--- src/rtl/swc_pkg.sv ---
package swc_pkg;
    localparam int SRC_N = 11;
    localparam logic [SRC_N-1:0] SRC_WAKE_OK = 11'b001_1111_1111;

    typedef enum logic [1:0] {
        ST_RUN  = 2'd0,
        ST_STOP = 2'd1,
        ST_WAIT = 2'd2
    } swc_state_e;

    typedef struct packed {
        logic xin;
        logic xcin;
        logic sub_sel;
    } clk_mode_t;

    localparam clk_mode_t MODE_DEFAULT = '{xin: 1'b1, xcin: 1'b0, sub_sel: 1'b0};
endpackage

--- src/rtl/swc_wake_qual.sv ---
module swc_wake_qual #(
    parameter int NSRC = swc_pkg::SRC_N,
    parameter logic [NSRC-1:0] WAKE_OK = swc_pkg::SRC_WAKE_OK
) (
    input  logic            clk,
    input  logic            rst_n,
    input  logic            capture_i,
    input  logic [NSRC-1:0] en_i,
    input  logic [NSRC-1:0] flag_i,
    input  logic            iflag_i,
    input  logic [NSRC-1:0] ev_i,
    output logic [NSRC-1:0] hit_o
);
    typedef struct packed {
        logic [NSRC-1:0] armed;
    } qual_t;

    qual_t qual_d, qual_q;

    always_comb begin
        qual_d = qual_q;
        if (capture_i) begin
            qual_d.armed = en_i & ~flag_i & WAKE_OK & {NSRC{~iflag_i}};
        end
    end

    assign hit_o = ev_i & qual_q.armed;

    always_ff @(posedge clk or negedge rst_n) begin
        if (!rst_n) qual_q <= '0;
        else        qual_q <= qual_d;
    end
endmodule

--- src/rtl/swc_stab_cnt.sv ---
module swc_stab_cnt #(
    parameter int CNT_W = 13
) (
    input  logic clk,
    input  logic rst_n,
    input  logic load_i,
    input  logic load_full_i,
    input  logic dec_i,
    output logic zero_o
);
    localparam logic [CNT_W-1:0] CNT_FULL = {CNT_W{1'b1}};

    typedef struct packed {
        logic [CNT_W-1:0] cnt;
    } cnt_t;

    cnt_t cnt_d, cnt_q;

    always_comb begin
        cnt_d = cnt_q;
        if (load_i) begin
            cnt_d.cnt = load_full_i ? CNT_FULL : '0;
        end else if (dec_i && (cnt_q.cnt != '0)) begin
            cnt_d.cnt = cnt_q.cnt - 1'b1;
        end
    end

    assign zero_o = (cnt_q.cnt == '0);

    always_ff @(posedge clk or negedge rst_n) begin
        if (!rst_n) cnt_q <= '0;
        else        cnt_q <= cnt_d;
    end
endmodule

--- src/rtl/swc_clk_mode.sv ---
module swc_clk_mode
    import swc_pkg::*;
(
    input  logic      clk,
    input  logic      rst_n,
    input  logic      wr_i,
    input  clk_mode_t wr_val_i,
    input  logic      restore_i,
    output clk_mode_t mode_o
);
    typedef struct packed {
        clk_mode_t mode;
    } mode_reg_t;

    mode_reg_t mreg_d, mreg_q;

    always_comb begin
        mreg_d = mreg_q;
        if (restore_i)  mreg_d.mode = MODE_DEFAULT;
        else if (wr_i)  mreg_d.mode = wr_val_i;
    end

    assign mode_o = mreg_q.mode;

    always_ff @(posedge clk or negedge rst_n) begin
        if (!rst_n) mreg_q.mode <= MODE_DEFAULT;
        else        mreg_q      <= mreg_d;
    end
endmodule

--- src/rtl/stop_wake_ctrl.sv ---
module stop_wake_ctrl
    import swc_pkg::*;
#(
    parameter int NSRC  = swc_pkg::SRC_N,
    parameter int CNT_W = 13,
    parameter logic [NSRC-1:0] WAKE_OK = swc_pkg::SRC_WAKE_OK
) (
    input  logic            clk,
    input  logic            rst_n,
    input  logic            stop_req_i,
    input  logic            wdt_wr_i,
    input  logic            cm_wr_i,
    input  logic            cm_xin_i,
    input  logic            cm_xcin_i,
    input  logic            cm_sub_sel_i,
    input  logic            iflag_i,
    input  logic [NSRC-1:0] irq_en_i,
    input  logic [NSRC-1:0] irq_flag_i,
    input  logic [NSRC-1:0] irq_ev_i,
    output logic            core_run_o,
    output logic            xin_on_o,
    output logic            xcin_on_o,
    output logic            sub_sel_o,
    output logic            tmr_ovr_o,
    output logic [NSRC-1:0] irq_set_o,
    output logic            int_rst_o
);
    typedef struct packed {
        swc_state_e      state;
        logic            wdt_seen;
        logic [NSRC-1:0] pend;
        logic [NSRC-1:0] irq_set;
        logic            tmr_ovr;
        logic            int_rst;
    } ctl_t;

    ctl_t ctl_d, ctl_q;

    logic            capture;
    logic            cnt_load;
    logic            cnt_dec;
    logic            cnt_zero;
    logic            restore;
    logic            mode_wr;
    logic [NSRC-1:0] hit;
    clk_mode_t       mode;
    clk_mode_t       mode_wr_val;

    swc_wake_qual #(.NSRC(NSRC), .WAKE_OK(WAKE_OK)) i_qual (
        .clk       (clk),
        .rst_n     (rst_n),
        .capture_i (capture),
        .en_i      (irq_en_i),
        .flag_i    (irq_flag_i),
        .iflag_i   (iflag_i),
        .ev_i      (irq_ev_i),
        .hit_o     (hit)
    );

    swc_stab_cnt #(.CNT_W(CNT_W)) i_cnt (
        .clk         (clk),
        .rst_n       (rst_n),
        .load_i      (cnt_load),
        .load_full_i (~mode.sub_sel),
        .dec_i       (cnt_dec),
        .zero_o      (cnt_zero)
    );

    assign mode_wr_val = '{xin: cm_xin_i, xcin: cm_xcin_i, sub_sel: cm_sub_sel_i};
    assign mode_wr     = cm_wr_i && (ctl_q.state == ST_RUN);

    swc_clk_mode i_mode (
        .clk       (clk),
        .rst_n     (rst_n),
        .wr_i      (mode_wr),
        .wr_val_i  (mode_wr_val),
        .restore_i (restore),
        .mode_o    (mode)
    );

    always_comb begin
        ctl_d         = ctl_q;
        ctl_d.irq_set = '0;
        ctl_d.tmr_ovr = 1'b0;
        ctl_d.int_rst = 1'b0;
        capture       = 1'b0;
        cnt_load      = 1'b0;
        cnt_dec       = 1'b0;
        restore       = 1'b0;
        if (wdt_wr_i) ctl_d.wdt_seen = 1'b1;
        unique case (ctl_q.state)
            ST_RUN: begin
                if (stop_req_i) begin
                    if (ctl_q.wdt_seen || wdt_wr_i) begin
                        ctl_d.state    = ST_STOP;
                        ctl_d.wdt_seen = 1'b0;
                        ctl_d.pend     = '0;
                        capture        = 1'b1;
                    end else begin
                        ctl_d.int_rst  = 1'b1;
                        restore        = 1'b1;
                    end
                end
            end
            ST_STOP: begin
                if (|hit) begin
                    ctl_d.state   = ST_WAIT;
                    ctl_d.pend    = hit;
                    ctl_d.tmr_ovr = 1'b1;
                    cnt_load      = 1'b1;
                end
            end
            ST_WAIT: begin
                cnt_dec    = 1'b1;
                ctl_d.pend = ctl_q.pend | hit;
                if (cnt_zero) begin
                    ctl_d.state   = ST_RUN;
                    ctl_d.irq_set = ctl_q.pend | hit;
                    ctl_d.pend    = '0;
                end
            end
            default: ctl_d.state = ST_RUN;
        endcase
    end

    always_ff @(posedge clk or negedge rst_n) begin
        if (!rst_n) begin
            ctl_q.state    <= ST_RUN;
            ctl_q.wdt_seen <= 1'b0;
            ctl_q.pend     <= '0;
            ctl_q.irq_set  <= '0;
            ctl_q.tmr_ovr  <= 1'b0;
            ctl_q.int_rst  <= 1'b0;
        end else begin
            ctl_q <= ctl_d;
        end
    end

    assign core_run_o = (ctl_q.state == ST_RUN);
    assign xin_on_o   = (ctl_q.state != ST_STOP) && mode.xin;
    assign xcin_on_o  = (ctl_q.state != ST_STOP) && mode.xcin;
    assign sub_sel_o  = mode.sub_sel;
    assign tmr_ovr_o  = ctl_q.tmr_ovr;
    assign irq_set_o  = ctl_q.irq_set;
    assign int_rst_o  = ctl_q.int_rst;
endmodule

--- config.mk ---
export PLATFORM = sky130hd
export DESIGN_NAME = stop_wake_ctrl
export DESIGN_NICKNAME = d
export VERILOG_FILES = /design/src/rtl/swc_pkg.sv /design/src/rtl/swc_wake_qual.sv /design/src/rtl/swc_stab_cnt.sv /design/src/rtl/swc_clk_mode.sv /design/src/rtl/stop_wake_ctrl.sv
export SDC_FILE = /design/constraint.sdc
export NUM_CORES = 1
export LEC_CHECK = 0
export BUFFER_PORTS_ARGS = -buffer_cell sky130_fd_sc_hd__buf_2
export CAP_MARGIN = 20
export CORE_MARGIN = 1
export CORE_UTILIZATION = 50
export CTS_BUF_LIST = sky130_fd_sc_hd__clkbuf_4
export DETAILED_ROUTE_END_ITERATION = 12
export PLACE_DENSITY = 0.81
export SYNTH_ARGS = -nofsm -noshare
export SYNTH_HDL_FRONTEND = slang
export SYNTH_SLANG_ARGS = --single-unit
--- constraint.sdc ---
create_clock -name clk -period 5.4 [get_ports clk]
set_input_delay 1.08 -clock clk [delete_from_list [all_inputs] [get_ports clk]]
set_output_delay 1.08 -clock clk [all_outputs]
set_load 0.02 [all_outputs]
# After elaboration in Yosys (flattened, before gate mapping)
# Cells that the tools add are included.
[op_classes]
addsub = 1
eq_ne = 7
n_reduce_logical = 14
muxes = 25
bitwise_logic = 6
[op_table]
columns = ["cell", "count"]
rows = [
  ["$mux W13", 3],
  ["$pmux W11 S3", 1],
  ["$mux W14", 2],
  ["$mux W11", 2],
  ["$mux W22", 1],
  ["$logic_not A13 Y1", 1],
  ["$reduce_bool A13 Y1", 1],
  ["$sub A13 B1 Y13 const B", 1],
  ["$and A11 B11 Y11", 1],
  ["$and A9 B11 Y11", 1],
  ["$mux W1", 11],
  ["$or A11 B11 Y11", 1],
  ["$reduce_or A11 Y1", 1],
  ["$and A9 B9 Y9", 1],
  ["$not A9 Y9", 1],
  ["$reduce_and A4 Y1", 2],
  ["$mux W3", 2],
  ["$ne A2 B2 Y1 const B", 3],
  ["$pmux W2 S3", 1],
  ["$logic_and A1 B1 Y1", 4],
  ["$mux W2", 2],
  ["$ne A2 B1 Y1 const B", 2],
  ["$reduce_bool A2 Y1", 2],
  ["$reduce_bool A3 Y1", 1],
  ["other kinds (5)", 5],
]
[totals]
in_bits = 42
register_bits = 54
elab_cells = 64

# Logic depth before layout (Yosys ltp)
[logic_depth]
word_depth = 5
depth_mapped = 7

# Modules after synthesis
# A second synthesis with hierarchy kept.
[unflattened]
cells_unflattened = 253
hier_area_um2 = 2620.0
[modules_own_cells]
columns = ["mod", "cells_per_inst", "area_per_inst_um2", "instances"]
rows = [
  ["stop_wake_ctrl", 107, 1169.9, 1],
  ["swc_stab_cnt", 87, 823.3, 1],
  ["swc_wake_qual", 50, 508.0, 1],
  ["swc_clk_mode", 9, 118.9, 1],
]

# Least setup slack after synthesis
# No wires, ideal clock.
[synth_path]
path_kind = "input to register"
start = "input irq_ev_i[4]"
end = "register ctl_q[13] in the netlist's numbering"
setup_ns = 0.152
cell_stages = 4
path_slack_ns = 2.898
t_required_ns = 5.248
arrival_time_ns = 2.349
path_cell_list = "a222oi_1 nand3_1 o21ai_0 o32ai_1"
[synth_via]
elab_chain_len = 4
[synth_lines]
columns = ["item", "line", "source"]
rows = [
  ["from (decl)", "stop_wake_ctrl.sv:19", "input logic [NSRC-1:0] irq_ev_i,"],
  ["$and A11 B11 Y11", "swc_wake_qual.sv:27", "assign hit_o = ev_i & qual_q.armed;"],
  ["$reduce_or A11 Y1", "stop_wake_ctrl.sv:106", "if (|hit) begin"],
  ["$ne A2 B2 Y1 (no source line)", "-", ""],
  ["$reduce_and A4 Y1 (no source line)", "-", ""],
  ["to (signal assigned)", "stop_wake_ctrl.sv:135", "ctl_q <= ctl_d;"],
  ["to (decl)", "stop_wake_ctrl.sv:37", "ctl_t ctl_d, ctl_q;"],
]
# No other way between the ends.
# A chain may end at the register's enable or synchronous reset.

# Worst setup path after layout
[layout_path]
start = "input irq_ev_i[4]"
end = "register i_cnt.cnt_q[1] in the netlist's numbering"
[layout_via]
elab_chain_len = 5
[layout_lines]
columns = ["item", "line", "source"]
rows = [
  ["$and A11 B11 Y11 (*)", "swc_wake_qual.sv:27", ""],
  ["$reduce_or A11 Y1 (*)", "stop_wake_ctrl.sv:106", ""],
  ["$mux W1 (*)", "stop_wake_ctrl.sv:106", ""],
  ["$mux W1 (*)", "stop_wake_ctrl.sv:91", "unique case (ctl_q.state)"],
  ["$mux W13 or $reduce_bool A2 Y1 (tied branches)", "-", ""],
  ["to (signal assigned)", "swc_stab_cnt.sv:32", "else cnt_q <= cnt_d;"],
  ["to (decl)", "swc_stab_cnt.sv:17", "cnt_t cnt_d, cnt_q;"],
]
# Every way passes the cells marked *; elsewhere a longest branch is shown, timed or not.

==> metrics <==
run status completed; Synth Area in Adders 2.55%; CTS Buf Count 5; Min-Delay Path Class reg2reg; Setup-failing EPs final 0; compound-gate portion of the synthesized area 19.5%; required time of the critical path 5690 ps; crit-path max FO 14; Buffers on Ports 52; crit path DAT 2910 ps; TNS Setup 0 ps; mux cell area share after synthesis 1.68%; Die Wd 72.0 um; crit path kind in2reg; total power 0.000613 W; number of diodes 0; ys flop type dfrtp_1; cts repair resizes 0; Worst Hold End i_qual.qual_q[6]$_DFFE_PN0P_; DRT antenna net count 0; simple-gate share of the synthesized area 18.7%; routed len/inst 13.4 um; final hold vios 0; worst slew pin tran 1040 ps; Via Count 2,026; vias per cell 5.58; gr ovfl total 0; initial core utilization 51.9%; Filler cells 406; largest family of logic cells by synthesized area compound AO/OA/AOI/OAI gates; worst hold start i_qual.qual_q[6]$_DFFE_PN0P_; io pins 59; CP startpoint kind input port; post-DP HPWL 3490 um; all-layer global routing usage 20.8%; Yosys top cell area share 49.0%; die height 72.0 um; setup bufs post-CTS 0; register-to-register setup slack 2930 ps; Max VDD drop 0.000122 V; antenna violations before repair 0; RR Endpoint irq_set_o[0]$_DFF_PN0_; Clock Path Buffers 2; Critical R2R Launch i_cnt.cnt_q[0]$_DFFE_PN0P_; # hold bufs at CTS 0; htree depth 2; Cell Int Power 0.000478 W; Yosys reg bits 49; Syn Area/Cell 9.65 um^2; cells after synthesis 254; number of global-route vias before repair 1,872; Clock Power Share 35.5%; Post-Synth XOR/XNOR Area 0.357%; global-route wire length before repair 8390 um; count leader, synth dfrtp_1; fin crit share 48.5%; ys async rst share 100%; largest net degree at the start of global routing 50; Root Driver clkbuf_4; Tmin final 2620 ps; Worst-path clk slew 140 ps; sequential area share after synthesis 50.1%; switching share of power 22.1%; Slew headroom 30.3%; kind of end point of the critical path flip-flop; proportion of layout cells with a drive suffix above 1 22.6%; R2R depth 6; PwrDens 220 nW/um^2; fin nets 342; Worst-Skew Late Latency 370 ps; RePlAce Congestion 0.842; logic gate share of total power 4.6%; CTS Sinks 49; CTS tree built; RSZ-0062 raised after global routing false; Synth cell types 48; area added between synthesis and finish 13.6%; Hold Slack 503 ps; top cells by count, synth dfrtp_1, nand2_1, o21ai_0, inv_1, nor2_1; largest cells by area after synthesis dfrtp_1, nand2_1, o21ai_0; max cap viols 0; Net Switching 0.000136 W; synthesized area 2450 um^2; f_max 382 MHz; pins over their slew limit 0; worst hold path depth 2; Core Region 4720 um^2; sequential power share 59.9%; EDFF count, synth 0; Cell Rows 25; Mapped Nets 301; area leader, netlist dfrtp_1; # DRC 0; routed wire length 4870 um; violation count after the first detailed-route iteration 93; Syn. warnings 0; P_leak 1.32 nW; die area 5190 um^2; DRT Pass-1 Iters 4; skew final 12.7 ps
cell type report:
cell class / count / area (um^2) / area share [%]
clock inverter: 3 / 46.3 / 1.66
sequential: 49 / 1230 / 44.1
multi-input combinational: 171 / 1050 / 37.8
timing repair buffer: 53 / 280 / 10.1
inverter: 15 / 56.3 / 2.02
clock buffer: 5 / 37.5 / 1.35
tap: 67 / 83.8 / 3.01
through the flow:
step | setup WS [ps] | instances | utilization (%) | cell area, um^2
after global routing | 2550 | 363 | 59.0 | 2790
after floorplan | 2900 | 254 | - | 2450
after global placement | 2390 | 354 | 56.8 | 2680
after detailed placement | 2380 | 354 | 56.8 | 2680
after CTS | 2780 | 362 | 58.5 | 2770
final | 2780 | 363 | 59.0 | 2790
critical path, cell delays in order:
cell and delay [ps]:
buf_2 120, a222oi_1 320, nand3_1 250, o21ai_1 870
mux2i_1 260
power by group through the flow:
stage,logic [W],clock network [W],registers [W]
2_1_floorplan,0.00000567,0,0.000375
3_3_place_gp,0.0000263,0,0.000374
3_5_place_dp,0.0000269,0,0.000374
4_1_cts,0.0000271,0.000222,0.000368
5_1_grt,0.0000323,0.000237,0.000368
6_report,0.0000283,0.000218,0.000368
how the worst max path moves through the flow:
stage	end	startpoint	slack (ps)	cells past startpoint
floorplan	ctl_q[13]$_DFFE_PN0P_	irq_ev_i[4]	2900	4
global placement	i_cnt.cnt_q[5]$_DFFE_PN0P_	irq_ev_i[4]	2390	5
detailed placement	i_cnt.cnt_q[2]$_DFFE_PN0P_	irq_ev_i[4]	2380	5
CTS	i_cnt.cnt_q[2]$_DFFE_PN0P_	irq_ev_i[4]	2780	5
global route	i_cnt.cnt_q[2]$_DFFE_PN0P_	irq_ev_i[4]	2550	5
finish	i_cnt.cnt_q[1]$_DFFE_PN0P_	irq_ev_i[4]	2780	5
cells by family (layout without fill, tap and decap cells):
group           count (synthesis)  count (layout)
simple gates                   90              90
xor+xnor                        1               1
buf+inv                        34              76
mux                             4               4
other cells                     1               1
fa+ha+maj                       5               5
flops                          49              49
compound gates                 70              70
cell usage in the layout, fill, tap and decap left out, types with 2 or more instances in the layout:
master and instances:
ha_1 5, a21boi_0 4, nor3b_1 2, and3_1 2, dfrtp_1 48, nor2_1 15
or4_1 5, buf_2 52, or3_1 3, nor2b_1 5, o211a_1 2, nand3_1 11
nor4_1 2, mux2i_1 3, o31ai_1 2, a21oi_1 10, a31oi_1 9, a211o_1 3
o211ai_1 3, o21a_1 2, nor4_2 2, o21ai_0 17, nand4_1 3, o32ai_1 9
clkbuf_4 5, and2_1 2, nand2_1 33, inv_1 15
routing by layer:
layer	wire, um	track usage [%]	share of wire [%]	vias to the layer above
met2	2220	34.1	46	79
met4	95	6.97	2.0	0
met5	0	0	0	-
met1	2270	27.8	47	941
li1	-	-	-	996
met3	283	4.58	5.8	10
sequential cells by signal (all words and copies together), names as in the netlist:
name / count
i_cnt.cnt_q: 13
ctl_q: 12
irq_set_o: 10
i_qual.qual_q: 9
i_mode.mode_o: 3
int_rst_o: 1
tmr_ovr_o: 1
No activity file was read; power rests on OpenSTA's default activity.
